==> src/rtl/hf6_pkg.sv <==
package hf6_pkg;
    localparam int TAPS      = 6;
    localparam int RND_SHIFT = 5;

    function automatic int tap_coef(input int idx);
        case (idx)
            0, 5:    return 1;
            1, 4:    return -5;
            default: return 20;
        endcase
    endfunction

    function automatic int sel_to_len(input logic [1:0] sel);
        case (sel)
            2'd0:    return 4;
            2'd1:    return 8;
            default: return 16;
        endcase
    endfunction
endpackage

==> src/rtl/hf6_kernel.sv <==
module hf6_kernel #(
    parameter int PIX_W = 8,
    parameter int SUM_W = 16
) (
    input  logic [hf6_pkg::TAPS*PIX_W-1:0] taps_i,
    output logic signed [SUM_W-1:0]        sum_o,
    output logic [PIX_W-1:0]               pix_o
);
    localparam int TAPS = hf6_pkg::TAPS;
    localparam int SHIFT = hf6_pkg::RND_SHIFT;
    localparam logic signed [SUM_W-1:0] ROUND = SUM_W'(1 << (SHIFT - 1));
    localparam logic signed [SUM_W-1:0] PMAX  = SUM_W'((1 << PIX_W) - 1);

    logic signed [SUM_W-1:0] term [TAPS];

    for (genvar g = 0; g < TAPS; g++) begin : g_tap
        localparam int COEF = hf6_pkg::tap_coef(g);
        assign term[g] = SUM_W'(COEF * $signed({1'b0, taps_i[g*PIX_W +: PIX_W]}));
    end

    logic signed [SUM_W-1:0] raw_sum;
    logic signed [SUM_W-1:0] scaled;

    always_comb begin
        raw_sum = '0;
        for (int i = 0; i < TAPS; i++) begin
            raw_sum = raw_sum + term[i];
        end
        scaled = (raw_sum + ROUND) >>> SHIFT;
        if (scaled < 0) begin
            pix_o = '0;
        end else if (scaled > PMAX) begin
            pix_o = '1;
        end else begin
            pix_o = scaled[PIX_W-1:0];
        end
        sum_o = raw_sum;
    end
endmodule

==> src/rtl/hf6_ctrl.sv <==
module hf6_ctrl #(
    parameter int MAX_W = 16,
    parameter int MAX_H = 16
) (
    input  logic       clk,
    input  logic       rst_n,
    input  logic       start_i,
    input  logic [1:0] wsel_i,
    input  logic [1:0] hsel_i,
    input  logic       accept_i,
    input  logic       drain_last_i,
    output logic       busy_o,
    output logic       feed_o,
    output logic       produce_o,
    output logic       last_o
);
    localparam int TAPS  = hf6_pkg::TAPS;
    localparam int CNT_W = $clog2(MAX_W + TAPS);
    localparam int ROW_W = $clog2(MAX_H + 1);

    typedef struct packed {
        logic             busy;
        logic             in_done;
        logic [CNT_W-1:0] col;
        logic [ROW_W-1:0] row;
        logic [CNT_W-1:0] row_len;
        logic [ROW_W-1:0] nrows;
    } ctrl_st_t;

    ctrl_st_t c_d, c_q;

    logic col_end, row_end;

    always_comb begin
        col_end = (c_q.col == c_q.row_len - CNT_W'(1));
        row_end = (c_q.row == c_q.nrows - ROW_W'(1));
        c_d = c_q;
        if (!c_q.busy) begin
            if (start_i) begin
                c_d.busy    = 1'b1;
                c_d.in_done = 1'b0;
                c_d.col     = '0;
                c_d.row     = '0;
                c_d.row_len = CNT_W'(hf6_pkg::sel_to_len(wsel_i) + TAPS - 1);
                c_d.nrows   = ROW_W'(hf6_pkg::sel_to_len(hsel_i));
            end
        end else begin
            if (accept_i) begin
                if (col_end) begin
                    c_d.col = '0;
                    if (row_end) begin
                        c_d.in_done = 1'b1;
                    end else begin
                        c_d.row = c_q.row + ROW_W'(1);
                    end
                end else begin
                    c_d.col = c_q.col + CNT_W'(1);
                end
            end
            if (drain_last_i) begin
                c_d.busy = 1'b0;
            end
        end
    end

    always_ff @(posedge clk) begin
        if (!rst_n) begin
            c_q <= '0;
        end else begin
            c_q <= c_d;
        end
    end

    assign busy_o    = c_q.busy;
    assign feed_o    = c_q.busy && !c_q.in_done;
    assign produce_o = (c_q.col >= CNT_W'(TAPS - 1));
    assign last_o    = col_end && row_end;

    AST_COL_BOUND: assert property (@(posedge clk) disable iff (!rst_n)
        c_q.busy |-> (c_q.col < c_q.row_len));
    AST_START_IGNORED: assert property (@(posedge clk) disable iff (!rst_n)
        (c_q.busy && start_i) |=> ($stable(c_q.row_len) && $stable(c_q.nrows)));
endmodule

==> src/rtl/hf6_datapath.sv <==
module hf6_datapath #(
    parameter int PIX_W = 8,
    parameter int SUM_W = 16
) (
    input  logic                           clk,
    input  logic                           rst_n,
    input  logic                           accept_i,
    input  logic                           produce_i,
    input  logic                           last_i,
    input  logic [PIX_W-1:0]               in_pix_i,
    input  logic                           out_ready_i,
    input  logic signed [SUM_W-1:0]        sum_i,
    input  logic [PIX_W-1:0]               filt_pix_i,
    output logic [hf6_pkg::TAPS*PIX_W-1:0] taps_o,
    output logic                           out_free_o,
    output logic                           out_valid_o,
    output logic [PIX_W-1:0]               out_pix_o,
    output logic                           drain_last_o,
    output logic                           done_o
);
    localparam int TAPS = hf6_pkg::TAPS;
    localparam int HIST = TAPS - 1;
    localparam logic signed [SUM_W-1:0] SUM_MIN = -SUM_W'(10 * ((1 << PIX_W) - 1));
    localparam logic signed [SUM_W-1:0] SUM_MAX = SUM_W'(42 * ((1 << PIX_W) - 1));

    typedef struct packed {
        logic [HIST-1:0][PIX_W-1:0] win;
        logic                       ov;
        logic [PIX_W-1:0]           pix;
        logic                       last;
        logic                       done;
    } dp_st_t;

    dp_st_t p_d, p_q;

    for (genvar g = 0; g < HIST; g++) begin : g_pack
        assign taps_o[g*PIX_W +: PIX_W] = p_q.win[g];
    end
    assign taps_o[HIST*PIX_W +: PIX_W] = in_pix_i;

    logic handoff;

    always_comb begin
        handoff    = p_q.ov && out_ready_i;
        out_free_o = !p_q.ov || out_ready_i;
        p_d        = p_q;
        p_d.done   = handoff && p_q.last;
        if (accept_i) begin
            for (int i = 0; i < HIST; i++) begin
                p_d.win[i] = taps_o[(i+1)*PIX_W +: PIX_W];
            end
        end
        if (accept_i && produce_i) begin
            p_d.ov   = 1'b1;
            p_d.pix  = filt_pix_i;
            p_d.last = last_i;
        end else if (handoff) begin
            p_d.ov   = 1'b0;
            p_d.last = 1'b0;
        end
    end

    always_ff @(posedge clk) begin
        if (!rst_n) begin
            p_q <= '0;
        end else begin
            p_q <= p_d;
        end
    end

    assign out_valid_o  = p_q.ov;
    assign out_pix_o    = p_q.pix;
    assign drain_last_o = handoff && p_q.last;
    assign done_o       = p_q.done;

    AST_SUM_RANGE: assert property (@(posedge clk) disable iff (!rst_n)
        (accept_i && produce_i) |-> (sum_i >= SUM_MIN && sum_i <= SUM_MAX));
    AST_OUT_HOLD: assert property (@(posedge clk) disable iff (!rst_n)
        (p_q.ov && !out_ready_i) |=> (p_q.ov && $stable(p_q.pix)));
    AST_DONE_PULSE: assert property (@(posedge clk) disable iff (!rst_n)
        p_q.done |=> !p_q.done);
endmodule

==> src/rtl/luma_hfilt6.sv <==
module luma_hfilt6 #(
    parameter int PIX_W = 8,
    parameter int SUM_W = 16,
    parameter int MAX_W = 16,
    parameter int MAX_H = 16
) (
    input  logic             clk,
    input  logic             rst_n,
    input  logic             start_i,
    input  logic [1:0]       width_sel_i,
    input  logic [1:0]       height_sel_i,
    input  logic             in_valid_i,
    output logic             in_ready_o,
    input  logic [PIX_W-1:0] in_pix_i,
    output logic             out_valid_o,
    input  logic             out_ready_i,
    output logic [PIX_W-1:0] out_pix_o,
    output logic             done_o
);
    localparam int TAPS = hf6_pkg::TAPS;

    logic busy, feed, produce, last_smp, accept, out_free, drain_last;
    logic [TAPS*PIX_W-1:0]   taps;
    logic signed [SUM_W-1:0] sum;
    logic [PIX_W-1:0]        filt_pix;

    assign in_ready_o = feed && out_free;
    assign accept     = in_valid_i && in_ready_o;

    hf6_ctrl #(.MAX_W(MAX_W), .MAX_H(MAX_H)) ctrl_i (
        .clk          (clk),
        .rst_n        (rst_n),
        .start_i      (start_i),
        .wsel_i       (width_sel_i),
        .hsel_i       (height_sel_i),
        .accept_i     (accept),
        .drain_last_i (drain_last),
        .busy_o       (busy),
        .feed_o       (feed),
        .produce_o    (produce),
        .last_o       (last_smp)
    );

    hf6_kernel #(.PIX_W(PIX_W), .SUM_W(SUM_W)) kernel_i (
        .taps_i (taps),
        .sum_o  (sum),
        .pix_o  (filt_pix)
    );

    hf6_datapath #(.PIX_W(PIX_W), .SUM_W(SUM_W)) dp_i (
        .clk          (clk),
        .rst_n        (rst_n),
        .accept_i     (accept),
        .produce_i    (produce),
        .last_i       (last_smp),
        .in_pix_i     (in_pix_i),
        .out_ready_i  (out_ready_i),
        .sum_i        (sum),
        .filt_pix_i   (filt_pix),
        .taps_o       (taps),
        .out_free_o   (out_free),
        .out_valid_o  (out_valid_o),
        .out_pix_o    (out_pix_o),
        .drain_last_o (drain_last),
        .done_o       (done_o)
    );

    AST_IDLE_QUIET: assert property (@(posedge clk) disable iff (!rst_n)
        !busy |-> (!out_valid_o && !in_ready_o));
endmodule

==> config.mk <==
export PLATFORM = sky130hd
export DESIGN_NAME = luma_hfilt6
export DESIGN_NICKNAME = d
export VERILOG_FILES = /design/src/rtl/hf6_pkg.sv /design/src/rtl/hf6_kernel.sv /design/src/rtl/hf6_ctrl.sv /design/src/rtl/hf6_datapath.sv /design/src/rtl/luma_hfilt6.sv
export SDC_FILE = /design/constraint.sdc
export NUM_CORES = 1
export LEC_CHECK = 0
export BUFFER_PORTS_ARGS = -buffer_cell sky130_fd_sc_hd__buf_2
export CAP_MARGIN = 20
export CORE_MARGIN = 2
export CORE_UTILIZATION = 30
export DETAILED_ROUTE_END_ITERATION = 10
export GPL_ROUTABILITY_DRIVEN = 0
export PLACE_DENSITY = 0.42
export SYNTH_ARGS = -nofsm -noshare
export SYNTH_HDL_FRONTEND = slang
export SYNTH_HIERARCHICAL = 1
export SYNTH_SLANG_ARGS = --single-unit
==> constraint.sdc <==
create_clock -name clk -period 18 [get_ports clk]
set_input_delay 3.6 -clock clk [delete_from_list [all_inputs] [get_ports clk]]
set_output_delay 3.6 -clock clk [all_outputs]
set_load 0.1 [all_outputs]
==> results.cfg, run 1 <==
[final_layout]
fin_cells = 1034
final_common_cell = inv_1
utilization_pct = 31.8
drive_above_1_share_pct = 10.2
antennaDiodeCount = 0
n_fill_cell = 2460
layout_common_cells = inv_1, ha_1, dfxtp_1, fa_1, nor2b_1
area_delta_synth_final_pct = 4.62
nNetsFinal = 870

[critical_path]
critPathKind = in -> reg
crit_required_ps = 18240
cp-end-kind = register
critPathLaunchType = primary input
cp_max_fo = 7
cp.arrival_ps = 9350
r2r_slack_ps = 11010

[detailed_routing]
drt_first_iter_violations = 158
drc = 0
drt_first_pass_iters = 6
vias_per_cell = 4.42
ant_nets = 0
vias = 4571
wl_per_cell_um = 13.6
drt_wl_total_mm = 14.1

[global_routing]
antenna_found_initial = 0
grt_pass1_vias = 4549
gr-total-overflow = 0
grt_pass1_wl_mm = 23.2
grt_max_degree = 63
gr-usage-all-layers_pct = 12.1

[clocking]
clockRootBuffer = clkbuf_16
cts_buffers = 9
cts_setup_buffers = 0
cts_resized = 0
clkLatencyLatePin_ps = 350
htree_levels = 3
cts_tree = built
cts_hold_repair.buffers = 0
cts_buffer_depth = 2
clock-sinks = 70
cts.clk_slew.worst_paths_ps = 60

[synthesis]
syn-cell-area_sq_um = 7120
synth_nets = 903
syn_inst = 743
avgSynthCellArea_sq_um = 9.59
yosysWarnings = 6

[place]
placedCellCount = 1018
port-buffer-count = 27
post-dp-hpwl_mm = 11.0

[power_and_ir_drop]
peakVddDrop_v = 0.0000402
p_sw_uw = 214
p_int_uw = 378
netSwitchingFraction_pct = 36.1
power_uw = 592
total_leakage_power_uw = 0.00342
p_comb_share_pct = 39.3
p_clk_share_pct = 33.5
powerDensity_nw_per_um2 = 79.5
p_seq_share_pct = 27.2

[floorplan]
coreArea_sq_um = 23400
die_h_um = 158
die_area_sq_um = 25000
start_util_pct = 30.4
fp.dieW_um = 158
rows = 56
boundaryPins = 28

[sta]
rsz0062_at_grt = no
post-route-period-util_pct = 50.6
tightest_slew_ps = 922
post-route-min-period_ps = 9110
fin_worst_skew_ps = 8.06
finalSetupViolCount = 0
fmax_mhz = 110
fin_tns_setup_ps = 0
hold_viol = 0
final_max_slew_viol_count = 0
slew_headroom_pct = 38.5

[status]
status = finished, final reports clean

[worst_hold_path]
hp-class = reg -> reg

[run]
max-cap-violations = 0
sequential cells by signal (all words and copies together) (netlist names):
signal,flops
ctrl_i/busy_o,1
ctrl_i/c_q,18
dp_i/done_o,1
dp_i/out_pix_o,8
dp_i/out_valid_o,1
dp_i/p_q,1
dp_i/taps_o,40
routing by layer:
layer  up-vias  track usage (%)  wire [um]
li1       2314                -          -
met1      2210             16.2       7050
met2        36             19.6       6520
met3        11             2.08        295
met4         0             4.25        192
met5         -                0          0
worst max-delay path: stages:
cell	delay, ps
buf_2	90
inv_1	50
fa_1	500
inv_1	50
fa_1	530
inv_1	70
fa_1	500
inv_1	50
fa_1	460
fa_1	490
ha_1	370
a211oi_2	390
o211ai_1	230
a2111o_1	450
a31oi_4	190
xor2_2	120
nor4_2	280
xor2_1	450
a21oi_1	90
and3_1	190
o21a_1	170
worst paths after layout:
kind | startpoint | to | cells after the start
max | in_pix_i[4] | dp_i/out_pix_o[6] | 21
min | ctrl_i/c_q[4] | ctrl_i/c_q[4] | 2
max reg2reg | dp_i/taps_o[25] | dp_i/out_pix_o[6] | 22
min reg2reg | ctrl_i/c_q[4] | ctrl_i/c_q[4] | 2
power by group through the flow:
stage	clock network (uW)	logic, uW	registers (uW)
4_1_cts	206	237	161
6_report	198	233	161
3_3_place_gp	0	233	164
3_5_place_dp	0	234	164
2_1_floorplan	0	194	162
5_1_grt	211	264	161
through the flow:
stage	setup WS [ps]	hold WS, ps	cell area, sq um
finish	8890	471	7450
global route	8500	500	7450
CTS	8890	471	7450
detailed placement	8550	456	7130
global placement	8610	442	7130
floorplan	8970	432	7120
final cells by class:
type | count | area [sq um] | share of cell area, %
multi-input combinational | 472 | 4700 | 63.0
sequential | 70 | 1400 | 18.8
inverter | 128 | 480 | 6.45
tap | 319 | 399 | 5.36
clock buffer | 10 | 239 | 3.21
timing repair buffer | 29 | 150 | 2.02
clock inverter | 6 | 85.1 | 1.14
Note: power is estimated with default switching activity, not from simulation.
==> run 2, diff against run 1 <==
--- a/config.mk
+++ b/config.mk
@@ -11,7 +11,7 @@
 export CORE_UTILIZATION = 30
 export DETAILED_ROUTE_END_ITERATION = 10
 export GPL_ROUTABILITY_DRIVEN = 0
-export PLACE_DENSITY = 0.42
+export PLACE_DENSITY = 0.43
 export SYNTH_ARGS = -nofsm -noshare
 export SYNTH_HDL_FRONTEND = slang
 export SYNTH_HIERARCHICAL = 1
==> constraint.sdc (replaced) <==
create_clock -name clk -period 8 [get_ports clk]
set_input_delay 1.6 -clock clk [delete_from_list [all_inputs] [get_ports clk]]
set_output_delay 1.6 -clock clk [all_outputs]
set_load 0.1 [all_outputs]
==> results.cfg, run 2 (synthesized netlist as in run 1, its figures left out) <==
[critical_path]
cp-end-kind = register
critPathLaunchType = primary input
critPathKind = in -> reg
cp_max_fo = 7
cp.arrival_ps = 7270
crit_required_ps = 8240

[sta]
tightest_slew_ps = 815
fin_tns_setup_ps = 0
fin_worst_skew_ps = 13.1
rsz0062_at_grt = no
hold_viol = 0
worst_hold_slack_ps = 457
post-route-period-util_pct = 87.9
slew_headroom_pct = 45.7
fmax_mhz = 142
final_max_slew_viol_count = 0
post-route-min-period_ps = 7030
finalSetupViolCount = 0

[final_layout]
drive_above_1_share_pct = 10.2
layout_common_cells = inv_1, ha_1, dfxtp_1, fa_1, nor2b_1
antennaDiodeCount = 0
multi_input_area_sq_um = 4700
n_fill_cell = 2462
final_common_cell = inv_1
seqCellArea_sq_um = 1400
nNetsFinal = 870
fin_cells = 1034
largest_reg_flops = 40
utilization_pct = 31.8
area_delta_synth_final_pct = 4.62

[clocking]
clkLatencyLatePin_ps = 350
cts_resized = 0
htree_levels = 3
cts_hold_repair.buffers = 0
cts.clk_slew.worst_paths_ps = 60
cts_setup_buffers = 0
cts_buffer_depth = 2
clock-sinks = 70
cts_tree = built
cts_buffers = 9
clockRootBuffer = clkbuf_16

[global_routing]
grt_pass1_vias = 4663
antenna_found_initial = 0
grt_pass1_wl_mm = 24.0
grt_max_degree = 63
gr-total-overflow = 0
gr-usage-all-layers_pct = 12.3

[detailed_routing]
vias = 4518
drt_wl_total_mm = 14.1
wl_per_cell_um = 13.7
drt_first_pass_iters = 4
ant_nets = 0
drc = 0
drt_first_iter_violations = 117
vias_per_cell = 4.37

[floorplan]
start_util_pct = 30.4
die_h_um = 158
rows = 56
boundaryPins = 28
coreArea_sq_um = 23400
fp.dieW_um = 158
die_area_sq_um = 25000

[place]
port-buffer-count = 27
post-dp-hpwl_mm = 11.0
placedCellCount = 1018

[power_and_ir_drop]
powerDensity_nw_per_um2 = 179
total_leakage_power_uw = 0.00342
peakVddDrop_v = 0.000111

[status]
status = finished, final reports clean

[worst_hold_path]
hp-class = reg -> reg

[run]
max-cap-violations = 0
run 2: layout make-up:
class,count,share of cell area (%)
Clock buffer,10,3.21
Clock inverter,6,1.14
Inverter,128,6.45
Multi-Input combinational cell,472,63.0
Sequential cell,70,18.8
Tap cell,319,5.36
Timing Repair Buffer,29,2.02
run 2: report_power, final:
group,total (uW),internal (uW),switching [uW]
Clock,447,280,167
Sequential,362,354,8.25
Combinational,523,216,307
run 2: worst max-delay path, cell delays in order:
cell      delay [ps]
buf_2             90
inv_1             50
fa_1             500
inv_1             60
fa_1             520
inv_1             60
fa_1             500
inv_1             50
fa_1             460
fa_1             490
ha_1             370
a211oi_2         370
o211ai_1         240
a2111o_1         450
a31oi_4          190
xor2_2           120
nor4_2           280
xor2_1           420
a21oi_1           80
and3_1           190
o21a_1           170
run 2: routing by layer:
metal	GRT usage [%]	vias up	routed length (um)
met5	0	-	0
met4	3.39	0	185
met3	2.52	13	281
met2	20.0	29	6550
met1	16.7	2173	7100
li1	-	2303	-
run 2: final timing paths:
path                         from           endpoint  slack (ps)  depth (start not counted)
hold reg to reg     ctrl_i/c_q[3]      ctrl_i/c_q[3]         460                          2
setup reg to reg  dp_i/taps_o[25]  dp_i/out_pix_o[3]        1050                         22
setup / recovery      in_pix_i[4]  dp_i/out_pix_o[3]         970                         21
hold / removal      ctrl_i/c_q[3]      ctrl_i/c_q[3]         460                          2
run 2: per-stage QoR:
stage / cell area [sq um] / setup WS, ps / total power, uW
detailed placement: 7130 / 588 / 896
finish: 7450 / 968 / 1330
global route: 7450 / 581 / 1440
floorplan: 7120 / 967 / 802
global placement: 7130 / 625 / 893
CTS: 7450 / 941 / 1360
==> run 3, diff against run 2 <==
--- a/config.mk
+++ b/config.mk
@@ -5,7 +5,7 @@
 export SDC_FILE = /design/constraint.sdc
 export NUM_CORES = 1
 export LEC_CHECK = 0
-export BUFFER_PORTS_ARGS = -buffer_cell sky130_fd_sc_hd__buf_2
+export BUFFER_PORTS_ARGS = -buffer_cell sky130_fd_sc_hd__clkbuf_2
 export CAP_MARGIN = 20
 export CORE_MARGIN = 2
 export CORE_UTILIZATION = 30
==> results.cfg, run 3 (synthesized netlist as in run 1, its figures left out) <==
[detailed_routing]
drt_first_iter_violations = 164
drt_wl_total_mm = 14.3
drc = 0
vias_per_cell = 4.39
drt_first_pass_iters = 4
vias = 4539
wl_per_cell_um = 13.8
ant_nets = 0

[worst_hold_path]
hp-class = reg -> reg

[critical_path]
cp_slowest_cell = fa_1
cp-end-kind = register
crit_chain = clkbuf_2 -> inv_1 -> fa_1 -> inv_1 -> fa_1 -> inv_1 -> fa_1 -> inv_1 -> fa_1 -> fa_1 -> ha_1 -> a211oi_2 -> o211ai_1 -> a2111o_1 -> a31oi_4 -> xor2_2 -> nor4_2 -> xor2_1 -> a21oi_1 -> and3_1 -> o21a_1
critPathMaxStageDelay_ps = 530
cp.arrival_ps = 7360
crit_required_ps = 8230
path_delay_family = adder cells
worst_path_most_repeated_cell = fa_1
cp_num_buf_inv = 5
cp_max_fo = 7
critPathLaunchType = primary input
critPathKind = in -> reg

[global_routing]
grt_pass1_wl_mm = 24.0
antenna_found_initial = 0
gr-usage-all-layers_pct = 12.3
grt_max_degree = 63
gr-total-overflow = 0
grt_pass1_vias = 4722

[final_layout]
antennaDiodeCount = 0
area_delta_synth_final_pct = 4.41
n_fill_cell = 2473
drive_above_1_share_pct = 10.2
nNetsFinal = 870
fin_cells = 1034
largest_reg_flops = 40
final_common_cell = inv_1
layout_common_cells = inv_1, ha_1, dfxtp_1, fa_1, nor2b_1
utilization_pct = 31.8

[clocking]
cts_resized = 0
cts_setup_buffers = 0
cts.clk_slew.worst_paths_ps = 60
clock-sinks = 70
cts_buffers = 9
clockRootBuffer = clkbuf_16
clkLatencyLatePin_ps = 350
cts_buffer_depth = 2
cts_hold_repair.buffers = 0
htree_levels = 3
cts_tree = built

[sta]
rsz0062_at_grt = no
worst_hold_slack_ps = 463
fin_tns_setup_ps = 0
slew_headroom_pct = 45.2
hold_viol = 0
tightest_slew_ps = 822
fmax_mhz = 140
post-route-min-period_ps = 7130
final_max_slew_viol_count = 0
post-route-period-util_pct = 89.2
finalSetupViolCount = 0
fin_worst_skew_ps = 15.4

[floorplan]
boundaryPins = 28
start_util_pct = 30.4
die_h_um = 158
coreArea_sq_um = 23400
rows = 56
die_area_sq_um = 25000
fp.dieW_um = 158

[place]
placedCellCount = 1018
post-dp-hpwl_mm = 11.1
port-buffer-count = 27

[status]
status = finished, final reports clean

[power_and_ir_drop]
peakVddDrop_v = 0.000112
total_leakage_power_uw = 0.00341
powerDensity_nw_per_um2 = 176

[run]
max-cap-violations = 0
==> run 3: final cells by class <==
cell class	count	area (sq um)	share of cell area [%]
repair buffers	29	150	2.02
multi-input cells	472	4700	63.1
well taps	319	399	5.37
inverters	128	480	6.46
clock inverters	5	56.3	0.757
clock buffers	11	253	3.40
flip-flops and latches	70	1400	18.8
==> run 3: worst register-to-register path, stage by stage (launching register included) <==
cell      delay, ps
dfxtp_1         440
ha_1            270
ha_1            230
fa_1            420
xor2_1          220
fa_1            470
ha_1            340
fa_1            510
inv_1            50
fa_1            480
fa_1            540
inv_1            40
ha_1            390
a21oi_1         280
o211ai_1        220
a2111o_1        450
a31oi_4         190
xor2_2          120
nor4_2          330
xor2_1          470
a21oi_1          90
and3_1          190
o21a_1          170
==> run 3: path summary, 6_finish.rpt <==
path	from	to	slack [ps]	cells after the start
hold / removal	ctrl_i/c_q[3]	ctrl_i/c_q[3]	460	2
setup / recovery	in_pix_i[4]	dp_i/out_pix_o[7]	870	21
hold reg to reg	ctrl_i/c_q[3]	ctrl_i/c_q[3]	460	2
setup reg to reg	dp_i/taps_o[25]	dp_i/out_pix_o[7]	970	22
==> run 3: routing by layer <==
layer,part of all wire (%),wire [um],global-route usage [%]
met5,0,0,0
met4,1.2,172,3.95
met3,1.9,274,2.14
met2,47,6650,20.0
met1,50,7160,16.6
==> run 3: metrics by stage <==
stage          setup WS, ps  cell area (sq um)  power, uW
2_1_floorplan           967               7120        802
3_3_place_gp            624               7130        893
3_5_place_dp            531               7130        896
4_1_cts                 873               7440       1330
5_1_grt                 579               7440       1410
6_report                866               7440       1310
==> run 3: where the power goes <==
group / switching, uW / internal, uW
Combinational: 307 / 217
Clock: 166 / 259
Sequential: 8.28 / 354
Total: 481 / 829
